File: src/rtl/sdac_pkg.sv
package sdac_pkg;

  localparam int unsigned MODE_W = 2;

  typedef enum logic [MODE_W-1:0] {
    PM_ACTIVE   = 2'b00,
    PM_PULL_1K  = 2'b01,
    PM_PULL_100K = 2'b10,
    PM_HIZ      = 2'b11
  } pwr_mode_e;

  typedef enum logic [1:0] {
    FS_IDLE   = 2'b00,
    FS_SHIFT  = 2'b01,
    FS_LOCKED = 2'b10
  } frame_st_e;

endpackage

File: src/rtl/sdac_sync.sv
module sdac_sync #(
  parameter int unsigned WIDTH  = 3,
  parameter int unsigned STAGES = 2
) (
  input  logic             clk,
  input  logic             rst_n,
  input  logic [WIDTH-1:0] async_i,
  output logic [WIDTH-1:0] sync_o
);

  logic [WIDTH-1:0] stage_q [STAGES];

  always_ff @(posedge clk or negedge rst_n) begin
    if (!rst_n) begin
      stage_q[0] <= '0;
    end else begin
      stage_q[0] <= async_i;
    end
  end

  generate
    for (genvar s = 1; s < STAGES; s++) begin : g_stage
      always_ff @(posedge clk or negedge rst_n) begin
        if (!rst_n) begin
          stage_q[s] <= '0;
        end else begin
          stage_q[s] <= stage_q[s-1];
        end
      end
    end
  endgenerate

  assign sync_o = stage_q[STAGES-1];

endmodule

File: src/rtl/sdac_fall_det.sv
module sdac_fall_det #(
  parameter int unsigned WIDTH = 2
) (
  input  logic             clk,
  input  logic             rst_n,
  input  logic [WIDTH-1:0] lvl_i,
  output logic [WIDTH-1:0] fall_o
);

  logic [WIDTH-1:0] prev_q;
  logic [WIDTH-1:0] prev_d;

  always_comb begin
    prev_d = lvl_i;
  end

  always_ff @(posedge clk or negedge rst_n) begin
    if (!rst_n) begin
      prev_q <= '0;
    end else begin
      prev_q <= prev_d;
    end
  end

  assign fall_o = prev_q & ~lvl_i;

endmodule

File: src/rtl/sdac_frame_rx.sv
module sdac_frame_rx
  import sdac_pkg::*;
#(
  parameter int unsigned FRAME_BITS = 16,
  parameter int unsigned KEEP_BITS  = 14
) (
  input  logic                 clk,
  input  logic                 rst_n,
  input  logic                 strobe_hi_i,
  input  logic                 strobe_fall_i,
  input  logic                 sclk_fall_i,
  input  logic                 din_i,
  output logic [KEEP_BITS-1:0] word_o,
  output logic                 done_o
);

  localparam int unsigned CNT_W = (FRAME_BITS > 1) ? $clog2(FRAME_BITS) : 1;
  localparam logic [CNT_W-1:0] LAST_IDX = CNT_W'(FRAME_BITS - 1);

  frame_st_e              st_q, st_d;
  logic [CNT_W-1:0]       cnt_q, cnt_d;
  logic [KEEP_BITS-2:0]   sh_q, sh_d;
  logic                   sh_en;
  logic                   cnt_en;
  logic                   done_d;

  always_comb begin
    st_d   = st_q;
    cnt_d  = cnt_q;
    sh_en  = 1'b0;
    cnt_en = 1'b0;
    done_d = 1'b0;
    if (strobe_fall_i) begin
      st_d   = FS_SHIFT;
      cnt_d  = '0;
      cnt_en = 1'b1;
    end else begin
      unique case (st_q)
        FS_IDLE: begin
          st_d = FS_IDLE;
        end
        FS_SHIFT: begin
          if (strobe_hi_i) begin
            st_d   = FS_IDLE;
            cnt_d  = '0;
            cnt_en = 1'b1;
          end else if (sclk_fall_i) begin
            sh_en  = 1'b1;
            cnt_en = 1'b1;
            if (cnt_q == LAST_IDX) begin
              done_d = 1'b1;
              st_d   = FS_LOCKED;
              cnt_d  = '0;
            end else begin
              cnt_d = cnt_q + CNT_W'(1);
            end
          end
        end
        FS_LOCKED: begin
          if (strobe_hi_i) begin
            st_d = FS_IDLE;
          end
        end
        default: begin
          st_d = FS_IDLE;
        end
      endcase
    end
  end

  always_comb begin
    sh_d = sh_q;
    if (sh_en) begin
      sh_d = {sh_q[KEEP_BITS-3:0], din_i};
    end
  end

  always_ff @(posedge clk or negedge rst_n) begin
    if (!rst_n) begin
      st_q <= FS_IDLE;
    end else begin
      st_q <= st_d;
    end
  end

  always_ff @(posedge clk or negedge rst_n) begin
    if (!rst_n) begin
      cnt_q <= '0;
    end else if (cnt_en) begin
      cnt_q <= cnt_d;
    end
  end

  always_ff @(posedge clk or negedge rst_n) begin
    if (!rst_n) begin
      sh_q <= '0;
    end else if (sh_en) begin
      sh_q <= sh_d;
    end
  end

  assign word_o = {sh_q, din_i};
  assign done_o = done_d;

endmodule

File: src/rtl/sdac_cmd_regs.sv
module sdac_cmd_regs
  import sdac_pkg::*;
#(
  parameter int unsigned CODE_W = 12
) (
  input  logic                     clk,
  input  logic                     rst_n,
  input  logic                     load_i,
  input  logic [CODE_W+MODE_W-1:0] word_i,
  output logic [CODE_W-1:0]        code_o,
  output pwr_mode_e                mode_o,
  output logic                     update_o
);

  logic [CODE_W-1:0] code_q, code_d;
  pwr_mode_e         mode_q, mode_d;
  logic              upd_q, upd_d;

  always_comb begin
    code_d = word_i[CODE_W-1:0];
    mode_d = pwr_mode_e'(word_i[CODE_W+MODE_W-1:CODE_W]);
    upd_d  = load_i;
  end

  always_ff @(posedge clk or negedge rst_n) begin
    if (!rst_n) begin
      code_q <= '0;
      mode_q <= PM_ACTIVE;
    end else if (load_i) begin
      code_q <= code_d;
      mode_q <= mode_d;
    end
  end

  always_ff @(posedge clk or negedge rst_n) begin
    if (!rst_n) begin
      upd_q <= 1'b0;
    end else begin
      upd_q <= upd_d;
    end
  end

  assign code_o   = code_q;
  assign mode_o   = mode_q;
  assign update_o = upd_q;

endmodule

File: src/rtl/sdac_cmd_rx.sv
module sdac_cmd_rx
  import sdac_pkg::*;
#(
  parameter int unsigned FRAME_BITS  = 16,
  parameter int unsigned CODE_W      = 12,
  parameter int unsigned SYNC_STAGES = 2
) (
  input  logic              clk,
  input  logic              rst_n,
  input  logic              frame_n_i,
  input  logic              sclk_i,
  input  logic              sdin_i,
  output logic [CODE_W-1:0] dac_code_o,
  output logic [1:0]        pwr_mode_o,
  output logic              update_o
);

  localparam int unsigned KEEP_BITS = CODE_W + MODE_W;
  localparam int unsigned IDX_FRM   = 0;
  localparam int unsigned IDX_SCK   = 1;
  localparam int unsigned IDX_DIN   = 2;

  logic [2:0]           pins_s;
  logic [1:0]           fall;
  logic [KEEP_BITS-1:0] frame_word;
  logic                 frame_done;
  logic                 frame_lvl;
  pwr_mode_e            mode_reg;

  sdac_sync #(
    .WIDTH  (3),
    .STAGES (SYNC_STAGES)
  ) u_sync (
    .clk     (clk),
    .rst_n   (rst_n),
    .async_i ({sdin_i, sclk_i, frame_n_i}),
    .sync_o  (pins_s)
  );

  sdac_fall_det #(
    .WIDTH (2)
  ) u_fall (
    .clk    (clk),
    .rst_n  (rst_n),
    .lvl_i  ({pins_s[IDX_SCK], pins_s[IDX_FRM]}),
    .fall_o (fall)
  );

  assign frame_lvl = pins_s[IDX_FRM];

  sdac_frame_rx #(
    .FRAME_BITS (FRAME_BITS),
    .KEEP_BITS  (KEEP_BITS)
  ) u_frame (
    .clk           (clk),
    .rst_n         (rst_n),
    .strobe_hi_i   (frame_lvl),
    .strobe_fall_i (fall[0]),
    .sclk_fall_i   (fall[1]),
    .din_i         (pins_s[IDX_DIN]),
    .word_o        (frame_word),
    .done_o        (frame_done)
  );

  sdac_cmd_regs #(
    .CODE_W (CODE_W)
  ) u_regs (
    .clk      (clk),
    .rst_n    (rst_n),
    .load_i   (frame_done),
    .word_i   (frame_word),
    .code_o   (dac_code_o),
    .mode_o   (mode_reg),
    .update_o (update_o)
  );

  assign pwr_mode_o = mode_reg;

endmodule

File: config.mk
export PLATFORM = sky130hd
export DESIGN_NAME = sdac_cmd_rx
export DESIGN_NICKNAME = d
export VERILOG_FILES = /design/src/rtl/sdac_pkg.sv /design/src/rtl/sdac_sync.sv /design/src/rtl/sdac_fall_det.sv /design/src/rtl/sdac_frame_rx.sv /design/src/rtl/sdac_cmd_regs.sv /design/src/rtl/sdac_cmd_rx.sv
export SDC_FILE = /design/constraint.sdc
export NUM_CORES = 1
export LEC_CHECK = 0
export BUFFER_PORTS_ARGS = -buffer_cell sky130_fd_sc_hd__buf_4
export CORE_AREA = 2 2 75 77
export CTS_BUF_LIST = sky130_fd_sc_hd__clkbuf_16
export DETAILED_ROUTE_END_ITERATION = 10
export DIE_AREA = 0 0 77 79
export MAX_ROUTING_LAYER = met4
export SLEW_MARGIN = 20
export SYNTH_ARGS = -nofsm -noshare
export SYNTH_HDL_FRONTEND = slang
export SYNTH_HIERARCHICAL = 1
export SYNTH_SLANG_ARGS = --single-unit
File: constraint.sdc
create_clock -name clk -period 5.6 [get_ports clk]
set_input_delay 0.56 -clock clk [delete_from_list [all_inputs] [get_ports clk]]
set_output_delay 0.56 -clock clk [all_outputs]
set_load 0.02 [all_outputs]
# Word level (Yosys, flattened, before mapping)
# Index checks and enable logic that the tools add are counted.
# word_totals
input_bits	5
elab_cells	45
ram_bits	0
romBits	0
reg_bits	42
memories	0
out_inout_bits	15
latchBits	0
# classes
bitwise_logic	2
mul	0
mux	23
magnitude_cmp	0
eq_ne	6
addsub	1
reduce_logical	4
n_shift	0
div	0
# ops
op	count
4-bit two-way mux	5
1-bit two-way mux	12
2-bit two-way mux	5
3-bit AND reduction	2
4-bit by 1-bit adder with 4-bit output (second input constant)	1
4-bit equality test (second input constant)	1
4-bit by 3-bit != test with 1-bit output (second input constant)	1
4-bit != test (second input constant)	1
2-bit case mux with 2 select lines	1
3-bit != test (second input constant)	1
3-bit nonzero test	1
2-bit bitwise AND	1
2-bit by 1-bit equality test with 1-bit output (second input constant)	1
2-bit equality test (second input constant)	1
2-bit NOT	1
2-bit nonzero test	1

# Logic depth before layout (Yosys ltp)
# Gate-level depths: netlist (run 1).
# depth
ltp_word	7
mapped_depth	7
mapped_depth_nobuf	5

# Cells and area by module
# Netlist (run 1), hierarchy kept.
# by_module_without_submodules
mod	seq_area_each_um2	cells_each	area_each_um2	instances
sdac_frame_rx	475.5	64	869.6	1
sdac_cmd_regs	375.4	30	544.3	1
sdac_sync	150.1	9	172.7	1
sdac_fall_det	50.0	4	77.6	1

# Least setup slack after synthesis (run 1)
# Ideal clock, no wire load.
# synth_path
path_type	register to register
start	reg u_frame.cnt_q[0]
end	reg u_regs.code_q[0] (netlist: u_regs/code_o[0])
setup_time_ns	0.125
synth_period_minus_slack_ns	1.785
path_stages_with_launch	7
t_required_ns	5.475
t_arrival_ns	1.661
setup_slack_ns	3.815
n_path_buf	1
path_cell_list	dfrtp_1 > ha_1 > and3_1 > nand2_1 > nor2_1 > buf_6 > mux2_2
# synth_between
elab_chain_cells	6
# synth_lines
element	line	rtl
start, declared	sdac_frame_rx.sv:21	logic [CNT_W-1:0] cnt_q, cnt_d;
start signal, assigned	sdac_frame_rx.sv:90	cnt_q <= cnt_d;
4-bit equality test	sdac_frame_rx.sv:50	if (cnt_q == LAST_IDX) begin
1-bit two-way mux	sdac_frame_rx.sv:50	
1-bit two-way mux	sdac_frame_rx.sv:47	end else if (sclk_fall_i) begin
1-bit two-way mux	sdac_frame_rx.sv:43	if (strobe_hi_i) begin
1-bit two-way mux	sdac_frame_rx.sv:38	unique case (st_q)
1-bit two-way mux	sdac_frame_rx.sv:33	if (strobe_fall_i) begin
named net frame_done	sdac_cmd_rx.sv:26	logic frame_done;
end signal, assigned	sdac_cmd_regs.sv:30	code_q <= code_d;
end, declared	sdac_cmd_regs.sv:15	logic [CODE_W-1:0] code_q, code_d;
# The timed path passes the listed nets, and every way through them passes these cells.
# A chain may end at the register's enable or synchronous reset.

# Worst setup path in the final report (run 1)
# Ends and elaborated chain as after synthesis.

==> results.json, run 1 <==
{
  "crit_path_start_kind": "flop",
  "critical_path_required_ns": 5.76,
  "period_share": 0.372,
  "initial_core_util": 0.312,
  "synth_top_area_share": 0.632,
  "ys_types": 27,
  "pin_count": 20,
  "worst_slack_ns": 3.52,
  "final_cell_count_no_fill": 201,
  "drive_gt1_frac": 0.457,
  "power.density_nw_per_um2": 332,
  "cp.buffers_inverters": 1,
  "clock_sinks": 42,
  "coreArea_um2": 5340,
  "critPathKind": "flop to flop",
  "arrival_ns": 2.24,
  "grt.total_usage": 0.0979,
  "status": "complete, no violations",
  "drv_cap": 0,
  "fmax_mhz": 480,
  "synth_area_leaders": "dfrtp_1, mux2_2, mux2_4",
  "dp.cells": 193,
  "skew_ns": 0.00470,
  "clk_root_buffer_cell": "clkbuf_16",
  "die_area_um2": 6080,
  "clock_latency_ns": 0.28,
  "grt_pass1_vias": 944,
  "clockBufferDepth": 2,
  "r2r_cells": 6,
  "finalSetupViolCount": 0,
  "post_cts.repair.setup_buffers": 0,
  "grt_max_degree": 43,
  "regArea_um2": 1050,
  "p_leak_nw": 1.02,
  "rows": 27,
  "rrSetupSlack_ns": 3.52,
  "num_antenna_cells": 0,
  "slowest_delay_ns": 0.41,
  "synth_area_um2": 1660,
  "hold_viol": 0,
  "end_kind": "flop",
  "synth_seq_area_share": 0.632,
  "cts_buffers": 5,
  "crit_path_cell_trace": "ha_1 > and3_1 > nand2_1 > nor2_1 > buf_4 > mux2_2",
  "relSlewSlack": 0.660,
  "drc": 0,
  "final.setup.tns_ns": 0,
  "synth-seq-cells": 42,
  "n_fill_cell": 540,
  "pre_cts_ws_ns": 3.54,
  "finalNetCount": 134,
  "cts_tree": "built",
  "path_delay_family": "simple AND/OR/NAND/NOR gates",
  "gr-total-overflow": 0,
  "wl_per_cell_um": 12.7,
  "synth.net_count": 113,
  "avgSynthCellArea_um2": 15.6,
  "vias": 876,
  "min_period_ns": 2.08,
  "htree_levels": 2,
  "place.gp.congestion": 0.699,
  "slew_viol_final": 0,
  "die_width_um": 77,
  "cts_resized": 0,
  "slowest_stage": "dfrtp_1",
  "multiInputGateArea_um2": 544,
  "reg2reg_to": "u_regs/code_o[0]$_DFFE_PN0P_",
  "die_h_um": 79,
  "synth_top_area_cell": "dfrtp_1",
  "regToRegStartpoint": "u_frame/cnt_q[0]$_DFFE_PN0P_",
  "path_max_fanout": 10,
  "worst_pin_slew_ns": 0.509,
  "grt_pass1_wl_mm": 4.42,
  "viasPerCell": 4.36,
  "io_buffer_count": 19,
  "first_pass_iters": 6,
  "ant_nets": 0,
  "first_iter_violations": 49,
  "syn_inst": 107,
  "min_path_type": "input port to async pin",
  "vdd_drop_max_mv": 0.174,
  "antenna_found_initial": 0,
  "path_clk_slew_ns": 0.06,
  "ys.warnings.count": 6,
  "grt_setup_unrepaired": "false",
  "holdBufCountCts": 0,
  "synthToLayoutAreaGrowth_pct": 20.5,
  "drt_wl_total_mm": 2.55,
  "hpwl_mm": 1.76
}
## metrics by stage
step / hold slack (ns) / area [um^2] / util / power (mW)
2_1_floorplan: 0.264 / 1660 / - / 0.348
5_1_grt: 0.299 / 2010 / 0.376 / 0.693
3_5_place_dp: 0.335 / 1840 / 0.345 / 0.359
4_1_cts: 0.271 / 2010 / 0.376 / 0.675
3_3_place_gp: 0.334 / 1840 / 0.345 / 0.357
6_report: 0.253 / 2010 / 0.376 / 0.665
## cells by family (layout without fill, tap and decap cells)
logic type / after synthesis / count (layout) / synth area share
AND/OR/NAND/NOR: 19 / 19 / 0.0857
multiplexers: 27 / 27 / 0.196
buffers and inverters: 8 / 30 / 0.0414
flip-flops: 42 / 42 / 0.632
adder cells (fa/ha/maj): 1 / 1 / 0.00752
AO/OA/AOI/OAI: 10 / 10 / 0.0376
## synthesized netlist by cell type
cell,count
nand2_1,4
mux2_2,21
buf_6,1
a21oi_1,2
or2_1,1
buf_4,4
buf_12,1
nor2_1,1
o21ai_0,3
nand3_4,1
inv_1,2
nor2b_4,3
a31oi_1,1
a31o_2,1
nand3_1,1
mux2_4,6
ha_1,1
nor2_4,1
o31ai_1,1
nand3b_1,1
nor2b_1,1
a21o_1,1
and2b_1,1
dfrtp_1,42
nor3_1,3
o21bai_1,1
and3_1,1
## worst max path at each step
stage / start / to / depth (start not counted)
after CTS: u_frame/cnt_q[0]$_DFFE_PN0P_ / u_regs/code_o[7]$_DFFE_PN0P_ / 6
after floorplan: u_frame/cnt_q[0]$_DFFE_PN0P_ / u_regs/code_o[0]$_DFFE_PN0P_ / 6
after detailed placement: u_frame/cnt_q[0]$_DFFE_PN0P_ / u_regs/code_o[7]$_DFFE_PN0P_ / 6
after global placement: u_frame/cnt_q[0]$_DFFE_PN0P_ / u_regs/code_o[5]$_DFFE_PN0P_ / 6
after global routing: u_frame/cnt_q[0]$_DFFE_PN0P_ / u_regs/code_o[3]$_DFFE_PN0P_ / 6
final: u_frame/cnt_q[0]$_DFFE_PN0P_ / u_regs/code_o[0]$_DFFE_PN0P_ / 6
## layer usage
layer,global-route usage,part of all wire,vias up
met5,-,0,-
met1,0.107,0.45,441
li1,-,-,408
met4,0.0482,0.017,0
met2,0.160,0.49,20
met3,0.0364,0.051,7
## worst register-to-register path, stage by stage, from the launching register on
cell and delay [ns]:
dfrtp_1 0.41, ha_1 0.22, and3_1 0.21, nand2_1 0.08, nor2_1 0.40, buf_4 0.29
mux2_2 0.35
## power by group
group | switching [mW] | total (mW) | internal, mW
Clock | 0.106 | 0.312 | 0.207
Sequential | 0.00903 | 0.325 | 0.316
Combinational | 0.0139 | 0.0281 | 0.0142
## area by class of cell
class / count / share of cell area
inverter: 2 / 0.00374
tap: 72 / 0.0449
clock inverter: 3 / 0.0187
timing repair buffer: 20 / 0.0749
clock buffer: 5 / 0.0624
sequential: 42 / 0.524
multi-input combinational: 57 / 0.271
## sequential cells by signal (all words and copies together), names as in the netlist
register         cells
u_regs/mode_o        2
u_frame/st_q         2
u_regs/update_o      1
u_frame/sh_q        13
u_frame/cnt_q        4
u_sync/stage_q       3
u_fall/prev_q        2
u_sync/sync_o        3
u_regs/code_o       12
## placed cells by master, fill, tap and decap left out, types with 2 or more instances in the layout
master and n:
dfrtp_1 42, mux2_2 21, buf_4 20, mux2_4 6
clkbuf_16 5, inv_1 4, nand2_1 4, nor2b_4 3
o21ai_0 3, nor3_1 3, a21oi_1 2
(Power assumes the default switching activity.)
==> run 2: changes to the inputs <==
clock period = 2.09 ns   (was 5.6 ns; I/O delays follow)
==> run 2 against run 1 <==
Against the previous run: die area unchanged; design area is 1.8% higher; register-to-register slack got worse by 3.3 ns; clock-buffer cell count did not move; via count grew 3.2%; global-route usage rose by 0.25 points; critical path type unchanged.
==> results.json, run 2 (synthesized netlist as in run 1, its figures left out) <==
{
  "status": "complete, no violations",
  "post_cts.repair.setup_buffers": 0,
  "power.density_nw_per_um2": 940,
  "n_fill_cell": 517,
  "initial_core_util": 0.312,
  "holdBufCountCts": 1,
  "rows": 27,
  "grt.total_usage": 0.100,
  "place.gp.congestion": 0.786,
  "cts_buffers": 5,
  "gr-total-overflow": 0,
  "finalNetCount": 135,
  "period_share": 0.874,
  "fin_total_pwr_mw": 1.92,
  "io_buffer_count": 19,
  "ant_nets": 0,
  "final.setup.tns_ns": 0,
  "slowest_delay_ns": 0.42,
  "slowest_stage": "dfrtp_1",
  "whs_ns": 0.0355,
  "htree_levels": 2,
  "path_delay_family": "simple AND/OR/NAND/NOR gates",
  "antenna_found_initial": 0,
  "fmax_mhz": 547,
  "largest_register_ff_count": 13,
  "largest-register": "u_frame/sh_q",
  "cts_resized": 0,
  "slew_viol_final": 0,
  "grt_pass1_vias": 957,
  "end_kind": "flop",
  "cts_tree": "built",
  "min_period_ns": 1.83,
  "critical_path_required_ns": 2.25,
  "arrival_ns": 1.99,
  "layout_commonest_cell": "dfrtp_1",
  "vdd_drop_max_mv": 0.570,
  "first_pass_iters": 4,
  "skew_ns": 0.00441,
  "critPathKind": "flop to flop",
  "final_cell_count_no_fill": 202,
  "crit_path_cell_trace": "ha_1 > and3_1 > nand2_1 > nor2_1 > buf_4 > mux2_2",
  "synthToLayoutAreaGrowth_pct": 22.7,
  "viasPerCell": 4.48,
  "drive_gt1_frac": 0.462,
  "finalSetupViolCount": 0,
  "die_width_um": 77,
  "min_path_type": "input port to flop",
  "drt_wl_total_mm": 2.64,
  "die_area_um2": 6080,
  "final_cell_mix": "dfrtp_1, mux2_2, buf_4, mux2_4, clkbuf_16",
  "crit_path_start_kind": "flop",
  "path_max_fanout": 15,
  "clock_sinks": 42,
  "hpwl_mm": 1.79,
  "drc": 0,
  "clock_latency_ns": 0.28,
  "hold_viol": 0,
  "coreArea_um2": 5340,
  "path_clk_slew_ns": 0.06,
  "num_antenna_cells": 0,
  "grt_max_degree": 43,
  "cp.buffers_inverters": 1,
  "die_h_um": 79,
  "grt_pass1_wl_mm": 4.57,
  "first_iter_violations": 50,
  "clockBufferDepth": 2,
  "clk_root_buffer_cell": "clkbuf_16",
  "drv_cap": 0,
  "wl_per_cell_um": 13.1,
  "dp.cells": 193,
  "grt_setup_unrepaired": "false",
  "relSlewSlack": 0.666,
  "p_leak_nw": 1.03,
  "vias": 904,
  "pin_count": 20,
  "worst_pin_slew_ns": 0.501
}
==> run 2: routing by layer <==
metal | vias up | global-route usage | share of wire
li1 | 412 | - | -
met1 | 462 | 0.112 | 0.43
met2 | 21 | 0.163 | 0.51
met3 | 9 | 0.0284 | 0.036
met4 | 0 | 0.0589 | 0.024
met5 | - | - | 0
==> run 2: area by class of cell <==
| class | count | area, um^2 | area share |
|---|---|---|---|
| clock inverters | 3 | 63.8 | 0.0312 |
| clock buffers | 5 | 125 | 0.0613 |
| well taps | 72 | 90.1 | 0.0441 |
| multi-input cells | 57 | 544 | 0.267 |
| inverters | 2 | 7.51 | 0.00368 |
| repair buffers | 21 | 160 | 0.0784 |
| flip-flops and latches | 42 | 1050 | 0.515 |
==> run 2: through the flow <==
stage / instance area [um^2] / util / setup WS [ns]
after floorplan: 1660 / - / 0.305
after global placement: 1840 / 0.345 / 0.402
after detailed placement: 1840 / 0.345 / 0.275
after CTS: 2040 / 0.383 / 0.265
after global routing: 2040 / 0.383 / 0.207
final: 2040 / 0.383 / 0.263
==> run 2: report_power, final <==
part           leakage, nW  switching (mW)  internal, mW
clock network       0.0915           0.292         0.679
registers            0.563          0.0237         0.845
logic                0.371          0.0389        0.0394
total                 1.03           0.355          1.56
==> run 2: final timing paths <==
path / startpoint / to / cells after the start / slack [ns]
setup / recovery: u_frame/cnt_q[0]$_DFFE_PN0P_ / u_regs/code_o[5]$_DFFE_PN0P_ / 6 / 0.26
hold / removal: sdin_i / u_sync/stage_q[5]$_DFF_PN0_ / 1 / 0.04
setup reg to reg: u_frame/cnt_q[0]$_DFFE_PN0P_ / u_regs/code_o[5]$_DFFE_PN0P_ / 6 / 0.26
hold reg to reg: u_sync/stage_q[5]$_DFF_PN0_ / u_sync/sync_o[2]$_DFF_PN0_ / 0 / 0.35
max in group asynchronous: rst_n / u_regs/code_o[8]$_DFFE_PN0P_ / 2 / 1.30
min in group asynchronous: rst_n / u_sync/stage_q[5]$_DFF_PN0_ / 2 / 0.44
